### config.mk
export PLATFORM = sky130hd
export DESIGN_NAME = pktport_dataport
export DESIGN_NICKNAME = d
export VERILOG_FILES = /design/src/rtl/pktport_pkg.sv /design/src/rtl/pktport_ptr.sv /design/src/rtl/pktport_fsm.sv /design/src/rtl/pktport_dataport.sv
export SDC_FILE = /design/constraint.sdc
export NUM_CORES = 1
export LEC_CHECK = 0
export BUFFER_PORTS_ARGS = -buffer_cell sky130_fd_sc_hd__buf_2
export CAP_MARGIN = 15
export CORE_MARGIN = 1.5
export CORE_UTILIZATION = 50
export DETAILED_ROUTE_END_ITERATION = 10
export PLACE_DENSITY = 0.74
export RECOVER_POWER = 25
export SLEW_MARGIN = 0
export SYNTH_ARGS = -nofsm -noshare
export SYNTH_HDL_FRONTEND = slang
export SYNTH_SLANG_ARGS = --single-unit
### constraint.sdc
create_clock -name clk -period 4.1 [get_ports clk]
set_input_delay 1.23 -clock clk [delete_from_list [all_inputs] [get_ports clk]]
set_output_delay 1.23 -clock clk [all_outputs]
set_load 0.02 [all_outputs]
### src/rtl/pktport_pkg.sv
package pktport_pkg;

    localparam int PTR_W = 16;

    typedef enum logic [1:0] {
        PS_IDLE  = 2'd0,
        PS_FETCH = 2'd1,
        PS_REPLY = 2'd2
    } pp_state_e;

    // index codes decoded by the data port
    localparam logic [7:0] IX_RD_PEEK = 8'hF0;
    localparam logic [7:0] IX_RD_STEP = 8'hF2;
    localparam logic [7:0] IX_RP_LO   = 8'hF4;
    localparam logic [7:0] IX_RP_HI   = 8'hF5;
    localparam logic [7:0] IX_WR_PEEK = 8'hF6;
    localparam logic [7:0] IX_WR_STEP = 8'hF8;
    localparam logic [7:0] IX_WP_LO   = 8'hFA;
    localparam logic [7:0] IX_WP_HI   = 8'hFB;
    localparam logic [7:0] IX_CTRL    = 8'hFF;

    localparam int WRAP_BIT = 7;

endpackage

### src/rtl/pktport_ptr.sv
module pktport_ptr
    import pktport_pkg::*;
#(
    parameter int REG_LO  = 0,
    parameter int REG_END = 3072,
    parameter int RST_VAL = 0
) (
    input  logic             clk,
    input  logic             rst_n,
    input  logic             soft_rst,
    input  logic             ld_lo,
    input  logic             ld_hi,
    input  logic [7:0]       ld_byte,
    input  logic             step,
    input  logic             wrap_en,
    input  logic             force_hi,
    input  logic [7:0]       force_byte,
    output logic [PTR_W-1:0] ptr
);

    localparam logic [PTR_W:0]   END_V  = REG_END[PTR_W:0];
    localparam logic [PTR_W:0]   SPAN_V = END_V - REG_LO[PTR_W:0];
    localparam logic [PTR_W-1:0] LO_V   = REG_LO[PTR_W-1:0];
    localparam logic [PTR_W-1:0] RST_V  = RST_VAL[PTR_W-1:0];

    logic [PTR_W-1:0] ptr_q;
    logic [PTR_W:0]   sum;
    logic [PTR_W-1:0] nxt;

    always_comb begin
        sum = {1'b0, ptr_q} + {{(PTR_W-1){1'b0}}, 2'd2};
        if (wrap_en) begin
            if (sum >= END_V) nxt = PTR_W'(sum - SPAN_V);
            else              nxt = sum[PTR_W-1:0];
        end else begin
            if (sum < END_V) nxt = sum[PTR_W-1:0];
            else             nxt = ptr_q;
        end
    end

    always_ff @(posedge clk or negedge rst_n) begin
        if (!rst_n)         ptr_q <= RST_V;
        else if (soft_rst)  ptr_q <= RST_V;
        else if (force_hi)  ptr_q[PTR_W-1:8] <= force_byte;
        else if (ld_lo)     ptr_q[7:0] <= ld_byte;
        else if (ld_hi)     ptr_q[PTR_W-1:8] <= ld_byte;
        else if (step)      ptr_q <= nxt;
    end

    assign ptr = ptr_q;


    soft_rst_chk: assert property (@(posedge clk) disable iff (!rst_n)
        soft_rst |=> (ptr == RST_V));


    clip_hold_chk: assert property (@(posedge clk) disable iff (!rst_n)
        (step && !wrap_en && !soft_rst && !force_hi && !ld_lo && !ld_hi &&
         ({1'b0, ptr} + 17'd2 >= END_V)) |=> $stable(ptr));


    wrap_range_chk: assert property (@(posedge clk) disable iff (!rst_n)
        (step && wrap_en && !soft_rst && !force_hi && !ld_lo && !ld_hi &&
         ptr >= LO_V && {1'b0, ptr} < END_V) |=> (ptr >= LO_V && {1'b0, ptr} < END_V));


    force_keep_lo_chk: assert property (@(posedge clk) disable iff (!rst_n)
        (force_hi && !soft_rst) |=> (ptr[7:0] == $past(ptr[7:0])));

endmodule

### src/rtl/pktport_fsm.sv
module pktport_fsm
    import pktport_pkg::*;
(
    input  logic clk,
    input  logic rst_n,
    input  logic soft_rst,
    input  logic rd_go,
    output logic idle,
    output logic fetch,
    output logic reply
);

    pp_state_e state_q, state_d;

    always_ff @(posedge clk or negedge rst_n) begin
        if (!rst_n) state_q <= PS_IDLE;
        else        state_q <= state_d;
    end

    always_comb begin
        state_d = state_q;
        if (soft_rst) begin
            state_d = PS_IDLE;
        end else begin
            unique case (state_q)
                PS_IDLE:  if (rd_go) state_d = PS_FETCH;
                PS_FETCH: state_d = PS_REPLY;
                PS_REPLY: state_d = PS_IDLE;
                default:  state_d = PS_IDLE;
            endcase
        end
    end

    always_comb begin
        idle  = (state_q == PS_IDLE);
        fetch = (state_q == PS_FETCH);
        reply = (state_q == PS_REPLY);
    end


    fetch_to_reply_chk: assert property (@(posedge clk) disable iff (!rst_n)
        (fetch && !soft_rst) |=> reply);


    reply_once_chk: assert property (@(posedge clk) disable iff (!rst_n)
        reply |=> !reply);

endmodule

### src/rtl/pktport_dataport.sv
module pktport_dataport
    import pktport_pkg::*;
#(
    parameter int ADDR_W    = 14,
    parameter int TX_BYTES  = 3072,
    parameter int MEM_BYTES = 16384
) (
    input  logic              clk,
    input  logic              rst_n,
    input  logic              soft_rst,
    input  logic              bus_wr,
    input  logic              bus_rd,
    input  logic              bus_sel_data,
    input  logic [15:0]       bus_wdata,
    output logic [15:0]       bus_rdata,
    output logic              bus_rvalid,
    input  logic [15:0]       rx_wptr,
    output logic [ADDR_W-2:0] mem_addr,
    output logic              mem_we,
    output logic [15:0]       mem_wdata,
    output logic              mem_re,
    input  logic [15:0]       mem_rdata
);

    localparam int RX_BASE = TX_BYTES;

    logic [7:0]       idx_q;
    logic             wrap_q;
    logic [15:0]      rd_data_q;
    logic             use_mem_q;
    logic             idle, fetch, reply;
    logic [PTR_W-1:0] wr_ptr, rd_ptr;

    logic go_wr, go_rd, data_wr, idx_wr;
    logic ring_empty, is_rd_mem, rd_step, wr_step;
    logic wrap_rise;
    logic [15:0] reg_val;

    // acceptance only in IDLE; soft reset overrides
    always_comb begin
        go_wr      = idle && bus_wr && !soft_rst;
        go_rd      = idle && bus_rd && !bus_wr && bus_sel_data && !soft_rst;
        data_wr    = go_wr && bus_sel_data;
        idx_wr     = go_wr && !bus_sel_data;
        ring_empty = (rd_ptr == rx_wptr);
        is_rd_mem  = (idx_q == IX_RD_PEEK) || (idx_q == IX_RD_STEP);
        mem_re     = go_rd && is_rd_mem && !ring_empty;
        rd_step    = mem_re && (idx_q == IX_RD_STEP);
        mem_we     = data_wr && ((idx_q == IX_WR_PEEK) || (idx_q == IX_WR_STEP));
        wr_step    = data_wr && (idx_q == IX_WR_STEP);
        wrap_rise  = data_wr && (idx_q == IX_CTRL) && bus_wdata[WRAP_BIT] && !wrap_q;
        mem_addr   = mem_we ? wr_ptr[ADDR_W-1:1] : rd_ptr[ADDR_W-1:1];
        mem_wdata  = bus_wdata;
    end

    always_comb begin
        unique case (idx_q)
            IX_RP_LO: reg_val = {8'h00, rd_ptr[7:0]};
            IX_RP_HI: reg_val = {8'h00, rd_ptr[PTR_W-1:8]};
            IX_WP_LO: reg_val = {8'h00, wr_ptr[7:0]};
            IX_WP_HI: reg_val = {8'h00, wr_ptr[PTR_W-1:8]};
            IX_CTRL:  reg_val = {8'h00, wrap_q, 7'b0};
            default:  reg_val = 16'h0000;
        endcase
    end

    always_ff @(posedge clk or negedge rst_n) begin
        if (!rst_n) begin
            idx_q <= 8'h00;
        end else if (idx_wr) begin
            idx_q <= bus_wdata[7:0];
        end
    end

    always_ff @(posedge clk or negedge rst_n) begin
        if (!rst_n)                             wrap_q <= 1'b0;
        else if (soft_rst)                      wrap_q <= 1'b0;
        else if (data_wr && idx_q == IX_CTRL)   wrap_q <= bus_wdata[WRAP_BIT];
    end

    always_ff @(posedge clk or negedge rst_n) begin
        if (!rst_n) begin
            rd_data_q <= 16'h0000;
            use_mem_q <= 1'b0;
        end else if (go_rd) begin
            rd_data_q <= is_rd_mem ? 16'h0000 : reg_val;
            use_mem_q <= mem_re;
        end else if (fetch && use_mem_q) begin
            rd_data_q <= mem_rdata;
        end
    end

    always_comb begin
        bus_rvalid = reply;
        bus_rdata  = reply ? rd_data_q : 16'h0000;
    end

    pktport_fsm u_fsm (
        .clk      (clk),
        .rst_n    (rst_n),
        .soft_rst (soft_rst),
        .rd_go    (go_rd),
        .idle     (idle),
        .fetch    (fetch),
        .reply    (reply)
    );

    pktport_ptr #(
        .REG_LO  (0),
        .REG_END (TX_BYTES),
        .RST_VAL (0)
    ) u_wr_ptr (
        .clk        (clk),
        .rst_n      (rst_n),
        .soft_rst   (soft_rst),
        .ld_lo      (data_wr && idx_q == IX_WP_LO),
        .ld_hi      (data_wr && idx_q == IX_WP_HI),
        .ld_byte    (bus_wdata[7:0]),
        .step       (wr_step),
        .wrap_en    (wrap_q),
        .force_hi   (1'b0),
        .force_byte (8'h00),
        .ptr        (wr_ptr)
    );

    pktport_ptr #(
        .REG_LO  (RX_BASE),
        .REG_END (MEM_BYTES),
        .RST_VAL (RX_BASE)
    ) u_rd_ptr (
        .clk        (clk),
        .rst_n      (rst_n),
        .soft_rst   (soft_rst),
        .ld_lo      (data_wr && idx_q == IX_RP_LO),
        .ld_hi      (data_wr && idx_q == IX_RP_HI),
        .ld_byte    (bus_wdata[7:0]),
        .step       (rd_step),
        .wrap_en    (wrap_q),
        .force_hi   (wrap_rise),
        .force_byte (RX_BASE[15:8]),
        .ptr        (rd_ptr)
    );


    empty_no_fetch_chk: assert property (@(posedge clk) disable iff (!rst_n)
        (bus_rd && bus_sel_data && ring_empty) |-> !mem_re);


    empty_zero_chk: assert property (@(posedge clk) disable iff (!rst_n || soft_rst)
        (go_rd && is_rd_mem && ring_empty) |=> ##1 (bus_rvalid && bus_rdata == 16'h0000));


    busy_ignore_chk: assert property (@(posedge clk) disable iff (!rst_n)
        !idle |-> (!mem_we && !mem_re));


    rvalid_lat_chk: assert property (@(posedge clk) disable iff (!rst_n || soft_rst)
        mem_re |=> ##1 bus_rvalid);


    srst_no_we_chk: assert property (@(posedge clk) disable iff (!rst_n)
        soft_rst |-> !mem_we);

endmodule

==> summary.txt, run 1 <==
Synthesis
  • Register bit total from synthesis: 60
  • Yosys top cell area share: 30.7%
  • Gate Count Post-Synth: about 570
  • Number of synthesized flops with an enable pin: 0
  • Sequential area share after synthesis: 31.8%
  • Mapped Area: between 4000 and 5000 µm²
  • Cell taking the most area after synthesis: dfrtp_1
  • Largest cells by area after synthesis: dfrtp_1 (31%), nand2_1 (8.8%), xnor2_1 (7.2%)
  • Synth Flop Type: dfrtp_1
  • Synth Area per Inst: between 8 and 9 µm²
  • Syn nets: 633
  • Yosys warns: 0
  • Async S/R FF share, synth: 100%
  • Cell variety after synth: 70

Detailed routing
  • Pre-antenna DRT Iters: 5
  • Initial drt markers: 401
  • Post-route DRC: 0
  • Final WL: 13100 µm
  • DR vias/cell: about 6
  • ANT nets after route: 0
  • Via count: approximately 4400
  • WL/cell: between 15 and 20 µm

Power
  • Gate power share: a little under an eighth
  • Cell-internal power: 965 µW
  • Sw Ratio: 27.4%
  • Clock share of power: around 39%
  • LEAKAGE: about 0.0023 µW
  • Worst VDD drop: between 100 and 150 µV
  • PD cells: between 200 and 300 nW/µm²
  • Sequential share of power: 50.0%
  • Switch Pwr: approximately 360 µW

Global routing
  • GRT Util Overall: between 20% and 30%
  • Remaining Overflow, GRT: 0
  • Initial antenna violation count: 0
  • Vias in the first global route: between 4000 and 5000
  • Largest net degree at the start of global routing: 40
  • Global-route wire length before repair: 20800 µm

STA
  • Setup ws final: roughly 0.22 ns
  • Highest clock rate: around 260 MHz
  • Period minus WS final: between 3 and 4 ns
  • Setup TNS: 0 ns
  • RSZ-0062 raised after global routing: no
  • Slew margin rel.: -43.1%
  • Setup violations, final: 0
  • Slew Limit Fails: 40
  • Fin crit share: 94.6%
  • Slew of the pin with the lowest slew margin: 2.15 ns
  • Hold Fails Final Rpt: 0
  • Final Skew: 0.00835 ns

Floorplan
  • Die H: roughly 100 µm
  • Die span in x: about 100 µm
  • FP Rows: 35
  • Core Area: 9200 µm²
  • I/O Pins: between 100 and 150
  • Starting density of the core: around half
  • Die area: around 10000 µm²

Setup path
  • Worst reg2reg setup slack: 0.36 ns
  • Critical path required time: 2.87 ns
  • Worst Setup SP: soft_rst
  • RR Startpoint: u_wr_ptr.ptr[2]$_DFFE_PN0P_
  • R2R Path End: u_wr_ptr.ptr[15]$_DFFE_PN0P_
  • Critical Path Source Type: input pin
  • Crit-path max FO: 4
  • FF-to-FF path depth: 14
  • CP Data Arrival Time: 2.65 ns
  • CP Class: input pin to primary output
  • Setup crit end kind: primary output

Final layout
  • Share of layout cells above drive strength 1: between 20 and 25%
  • Fin nets: slightly below 700
  • Core Util, Final: 56.6%
  • Diodes inserted: 0
  • Fillers: between 800 and 900
  • Area growth syn-to-layout: 10.0%

Clock tree
  • Buffer levels on the longest clock path: 2
  • Clk sinks: 60
  • Clock buffer count from CTS: 9
  • CTS tree: built
  • Skew-Pair Late Insertion Delay: approximately 0.35 ns
  • Root buf cell: clkbuf_8
  • CTS H-tree lvls: 3
  • Clk slew on worst S/H paths: ~0.070 ns

Outcome
  • Status: finished with violations
  • Failing checks: capacitance limit, slew limit

Worst hold path
  • Hold Crit Class: flop to flop
  • Min-Delay Endpoint: u_fsm.state_q[1]$_DFFE_PN0P_
  • Min-delay src: u_fsm.state_q[1]$_DFFE_PN0P_
  • Hold Path Depth: 1

Flow run
  • Max_cap viols: 1

Placed design
  • Routability cong.: ~0.9
  • HPWL Detailed: 9630 µm
  • Dpl ws: between 0.15 and 0.2 ns
  • Number of buffers inserted by port buffering: 85
-- through the flow --
stage               area, µm²  power [µW]  hold WS, ns  std cells
global route             5210        1390        0.531        735
detailed placement       5030         829        0.491        719
floorplan                4730         768        0.450        574
finish                   5210        1330        0.498        735
global placement         5030         821        0.460        719
CTS                      5220        1340        0.500        735
-- cell families after synthesis --
kind of cell	count (synthesis)	share of synthesized area [%]
compound gates	109	16.3
mux	21	4.73
buf+inv	72	8.12
flops	60	31.8
xor+xnor	50	9.25
simple gates	257	28.5
fa+ha+maj	5	1.32
-- placed cells by master, fill, tap and decap left out, types with 3 or more instances in the layout --
| cell | n |
|---|---|
| nand2_1 | 111 |
| buf_2 | 84 |
| dfrtp_1 | 58 |
| xnor2_1 | 39 |
| nor2_1 | 36 |
| a21oi_1 | 27 |
| and2_1 | 22 |
| o21ai_0 | 22 |
| nor3_1 | 12 |
| nand4_1 | 12 |
| clkbuf_8 | 12 |
| nand3_1 | 11 |
| xor2_1 | 11 |
| inv_1 | 10 |
| o31ai_1 | 10 |
| mux2i_1 | 10 |
| mux2_2 | 9 |
| and3_1 | 7 |
| a222oi_1 | 7 |
| buf_4 | 7 |
| nand2b_1 | 6 |
| a22o_1 | 6 |
| a211oi_1 | 5 |
| ha_1 | 5 |
| a31oi_1 | 4 |
| o31ai_2 | 4 |
| a22oi_1 | 4 |
| clkbuf_1 | 4 |
| and4_1 | 3 |
| nand3b_1 | 3 |
| nor4_1 | 3 |
| or3_1 | 3 |
| or4_1 | 3 |
| nor3_2 | 3 |
| o21ai_1 | 3 |
-- timing repair --
| action | CTS | global route |
|---|---|---|
| endpoints found under the setup margin | 0 | 1 |
| setup buffers | 0 | 0 |
| resized for setup | 0 | 1 |
| hold buffers | 0 | 0 |
-- critical path, stage by stage --
cell and delay [ns]:
buf_2 0.10, nor3_1 0.28, and3_1 0.23, nand3_1 0.21, o21ai_0 0.36, buf_2 0.23
-- power groups by stage --
stage / combinational, µW / clock (µW) / sequential (µW)
2_1_floorplan: 107 / 0 / 662
3_3_place_gp: 148 / 0 / 673
3_5_place_dp: 154 / 0 / 675
4_1_cts: 154 / 522 / 664
5_1_grt: 169 / 550 / 670
6_report: 152 / 513 / 665
-- Yosys cell counts, types with 12 or more instances --
cell      instances
nand4_1          12
a21oi_1          27
buf_2            17
o21ai_0          22
buf_4            18
clkbuf_1         20
nand2_1         111
nor2_1           36
and2_1           22
dfrtp_1          58
nor3_1           12
xnor2_1          39
-- layer usage --
metal  up-vias  track usage [%]  part of all wire [%]
met5         -                0                     0
met4         0             12.4                   3.2
met3        33             3.97                   5.7
met2       167             46.7                    50
met1      2128             33.6                    41
li1       2081                -                     -
-- worst max path at each step --
stage / to / slack, ns / cells past startpoint
after global routing: mem_addr[12] / 0.06 / 8
final: mem_addr[9] / 0.22 / 6
after floorplan: mem_addr[10] / 0.06 / 8
after global placement: mem_addr[12] / 0.23 / 8
after CTS: mem_addr[12] / 0.15 / 8
after detailed placement: mem_addr[12] / 0.16 / 8
-- state kept, by name, indices dropped and copies added (netlist names) --
register,cells
u_fsm.state_q,2
use_mem_q,1
idx_q,8
u_rd_ptr.ptr,16
u_wr_ptr.ptr,16
rd_data_q,16
wrap_q,1
-- final cells by class --
cell class / count / area, µm² / share of cell area [%]
flip-flops and latches: 60 / 1500 / 28.9
well taps: 111 / 139 / 2.67
clock buffers: 13 / 169 / 3.24
clock inverters: 3 / 21.3 / 0.408
repair buffers: 94 / 484 / 9.30
inverters: 12 / 45.0 / 0.865
multi-input cells: 442 / 2850 / 54.6
Power figures use the tool's default switching activity.
==> run 2, diff against run 1 <==
ABC_AREA = 1   (was unset)
==> run 2 against run 1 <==
Compared with the run above:
- the run now ends clean
- count of clock-buffer cells in the layout is 2 lower
- die area up 3.9%
- power increased by 22%
- combinational power increased by 87%
- sequential power increased by 7.2%
- largest power group unchanged
==> summary.txt, run 2 <==
Final layout
  • Core Util, Final: between 50% and 60%
  • Area growth syn-to-layout: 12.2%
  • Layout Cells excl Fill: 940
  • Share of layout cells above drive strength 1: about 19%
  • Fin nets: 862
  • Commonest non-fill, non-tap cell in the layout: nand2_1
  • Diodes inserted: 0
  • Most frequent cells in the layout: nand2_1 (194), inv_1 (96), buf_2 (84)

Floorplan
  • FP Rows: 36
  • Core Area: between 9000 and 10000 µm²
  • I/O Pins: between 100 and 150
  • Die span in x: around 100 µm
  • Die area: about 10000 µm²
  • Die H: a little over 100 µm
  • Starting density of the core: approximately half

Clock tree
  • Skew-Pair Late Insertion Delay: ~0.35 ns
  • Clk sinks: 60
  • Clk slew on worst S/H paths: 0.07 ns
  • Clock buffer count from CTS: 9
  • CTS tree: built
  • Buffer levels on the longest clock path: 2
  • CTS H-tree lvls: 3
  • Root buf cell: clkbuf_8
  • Hold_buf cts: 0

Detailed routing
  • Initial drt markers: around 390
  • Final WL: 15200 µm
  • Via count: just over 5000
  • DR vias/cell: about 5.5
  • WL/cell: roughly 16 µm
  • Pre-antenna DRT Iters: 5
  • ANT nets after route: 0
  • Post-route DRC: 0

Setup path
  • CP Class: input pin to primary output
  • Critical path required time: approximately 2.9 ns
  • CP Data Arrival Time: ~2.7 ns
  • Setup crit end kind: primary output
  • Critical Path Source Type: input pin
  • FF-to-FF path depth: 21
  • Crit-path max FO: 22

STA
  • Slew margin rel.: under 10%
  • Hold Fails Final Rpt: 0
  • Period minus WS final: around 4 ns
  • Final Skew: 0.0115 ns
  • Fin crit share: roughly 96%
  • RSZ-0062 raised after global routing: no
  • Setup TNS: 0 ns
  • Highest clock rate: around 250 MHz
  • Setup violations, final: 0
  • Slew Limit Fails: 0
  • Slew of the pin with the lowest slew margin: between 1 and 1.5 ns

Placed design
  • Number of buffers inserted by port buffering: 85
  • HPWL Detailed: 11500 µm
  • Routability cong.: 0.950
  • Dpl cells: approximately 900

Global routing
  • Vias in the first global route: ~4800
  • GRT Util Overall: between 30% and 40%
  • Remaining Overflow, GRT: 0
  • Global-route wire length before repair: roughly 24000 µm
  • Largest net degree at the start of global routing: ~50
  • Initial antenna violation count: 0

Flow run
  • Max_cap viols: 0

Synthesis
  • Yosys top cell area share: slightly below 30%
  • Most common cell in the netlist: nand2_1
  • Number of synthesized flops with an enable pin: 0
  • Register bit total from synthesis: 60
  • Mapped Area: 4920 µm²
  • Synth Flop Type: dfrtp_1
  • Cell taking the most area after synthesis: dfrtp_1
  • Most frequent cells after synthesis: nand2_1 (194), inv_1 (96), nor2_1 (77), dfrtp_1 (58), nand3_1 (50)
  • Sequential area share after synthesis: 30.5%
  • Synth Area per Inst: 6.66 µm²
  • Gate Count Post-Synth: ~740
  • Syn nets: 798
  • Async S/R FF share, synth: 100%
  • Yosys warns: 0
  • Cell variety after synth: 43
  • Largest cells by area after synthesis: dfrtp_1 (29%), nand2_1 (15%), inv_1 (7.3%)

Power
  • Post-layout power: 1620 µW
  • PD cells: between 200 and 300 nW/µm²
  • Worst VDD drop: ~130 µV
  • LEAKAGE: ~0.0027 µW

Worst hold path
  • Hold Path Depth: 2
  • Hold Crit Class: flop to flop

Outcome
  • Status: finished, final reports clean
-- run 2: cell types whose count changed after synthesis, moves of 14 or more --
cell	delta
inv_1	+85
nand2_1	+83
nor2_1	+41
nand3_1	+39
o21ai_0	+27
xnor2_1	-24
and2_1	-22
a22oi_1	+20
clkbuf_1	-15
o21ai_1	+14
-- run 2: power breakdown --
part | leakage, µW | switching [µW] | internal (µW)
Clock | 0.000111 | 254 | 371
Sequential | 0.000785 | 60.0 | 653
Combinational | 0.00179 | 182 | 103
-- run 2: worst max-delay path: stages --
cell	delay [ns]
buf_2	0.15
nor3_4	0.27
nand3_4	0.18
inv_2	0.14
nand2_1	0.11
buf_4	0.24
o21ai_0	0.19
buf_2	0.19
-- run 2: logic make-up (layout without fill, tap and decap cells) --
family | Yosys count | count (layout) | synth area share [%]
AND/OR/NAND/NOR | 383 | 383 | 35.1
buffers and inverters | 138 | 206 | 12.8
AO/OA/AOI/OAI | 123 | 123 | 14.8
flip-flops | 60 | 60 | 30.5
XOR/XNOR | 28 | 28 | 4.98
adder cells (fa/ha/maj) | 5 | 5 | 1.27
multiplexers | 2 | 2 | 0.457
-- run 2: stage by stage --
step                setup WS, ns  hold WS [ns]  instance area, µm²
CTS                        0.139         0.493                5520
global route              0.0352         0.522                5520
detailed placement         0.157         0.472                5290
global placement           0.242         0.469                5290
floorplan                  0.271         0.453                4920
finish                     0.173         0.486                5520
-- run 2: repair_timing --
action,in CTS,in global routing
buffers inserted,0,0
gates resized for setup,0,1
setup endpoints to repair,0,2
-- run 2: final cells by class --
cell class | count | area, µm²
sequential | 60 | 1500
tap | 133 | 166
multi-input combinational | 541 | 2800
clock inverter | 4 | 72.6
timing repair buffer | 90 | 454
fill | 946 | 4120
inverter | 101 | 379
clock buffer | 11 | 151
-- run 2: metal layers --
layer	global-route usage, %	part of all wire, %	vias to the layer above
li1	-	-	2486
met3	4.51	8.4	46
met5	0	0	-
met2	47.3	45	245
met1	40.9	43	2398
met4	13.9	3.7	0
-- run 2: path summary, 6_finish.rpt --
check	slack, ns	startpoint	endpoint
min in group asynchronous	1.18	rst_n	rd_data_q[11]$_DFFE_PN0P_
max in group asynchronous	0.92	rst_n	u_rd_ptr.ptr[8]$_DFFE_PN0P_
worst min-delay path	0.49	idx_q[6]$_DFFE_PN0P_	idx_q[6]$_DFFE_PN0P_
worst min register to register	0.49	idx_q[6]$_DFFE_PN0P_	idx_q[6]$_DFFE_PN0P_
worst max register to register	1.20	u_wr_ptr.ptr[1]$_DFFE_PN0P_	u_wr_ptr.ptr[10]$_DFFE_PN0P_
worst max-delay path	0.17	soft_rst	mem_addr[0]
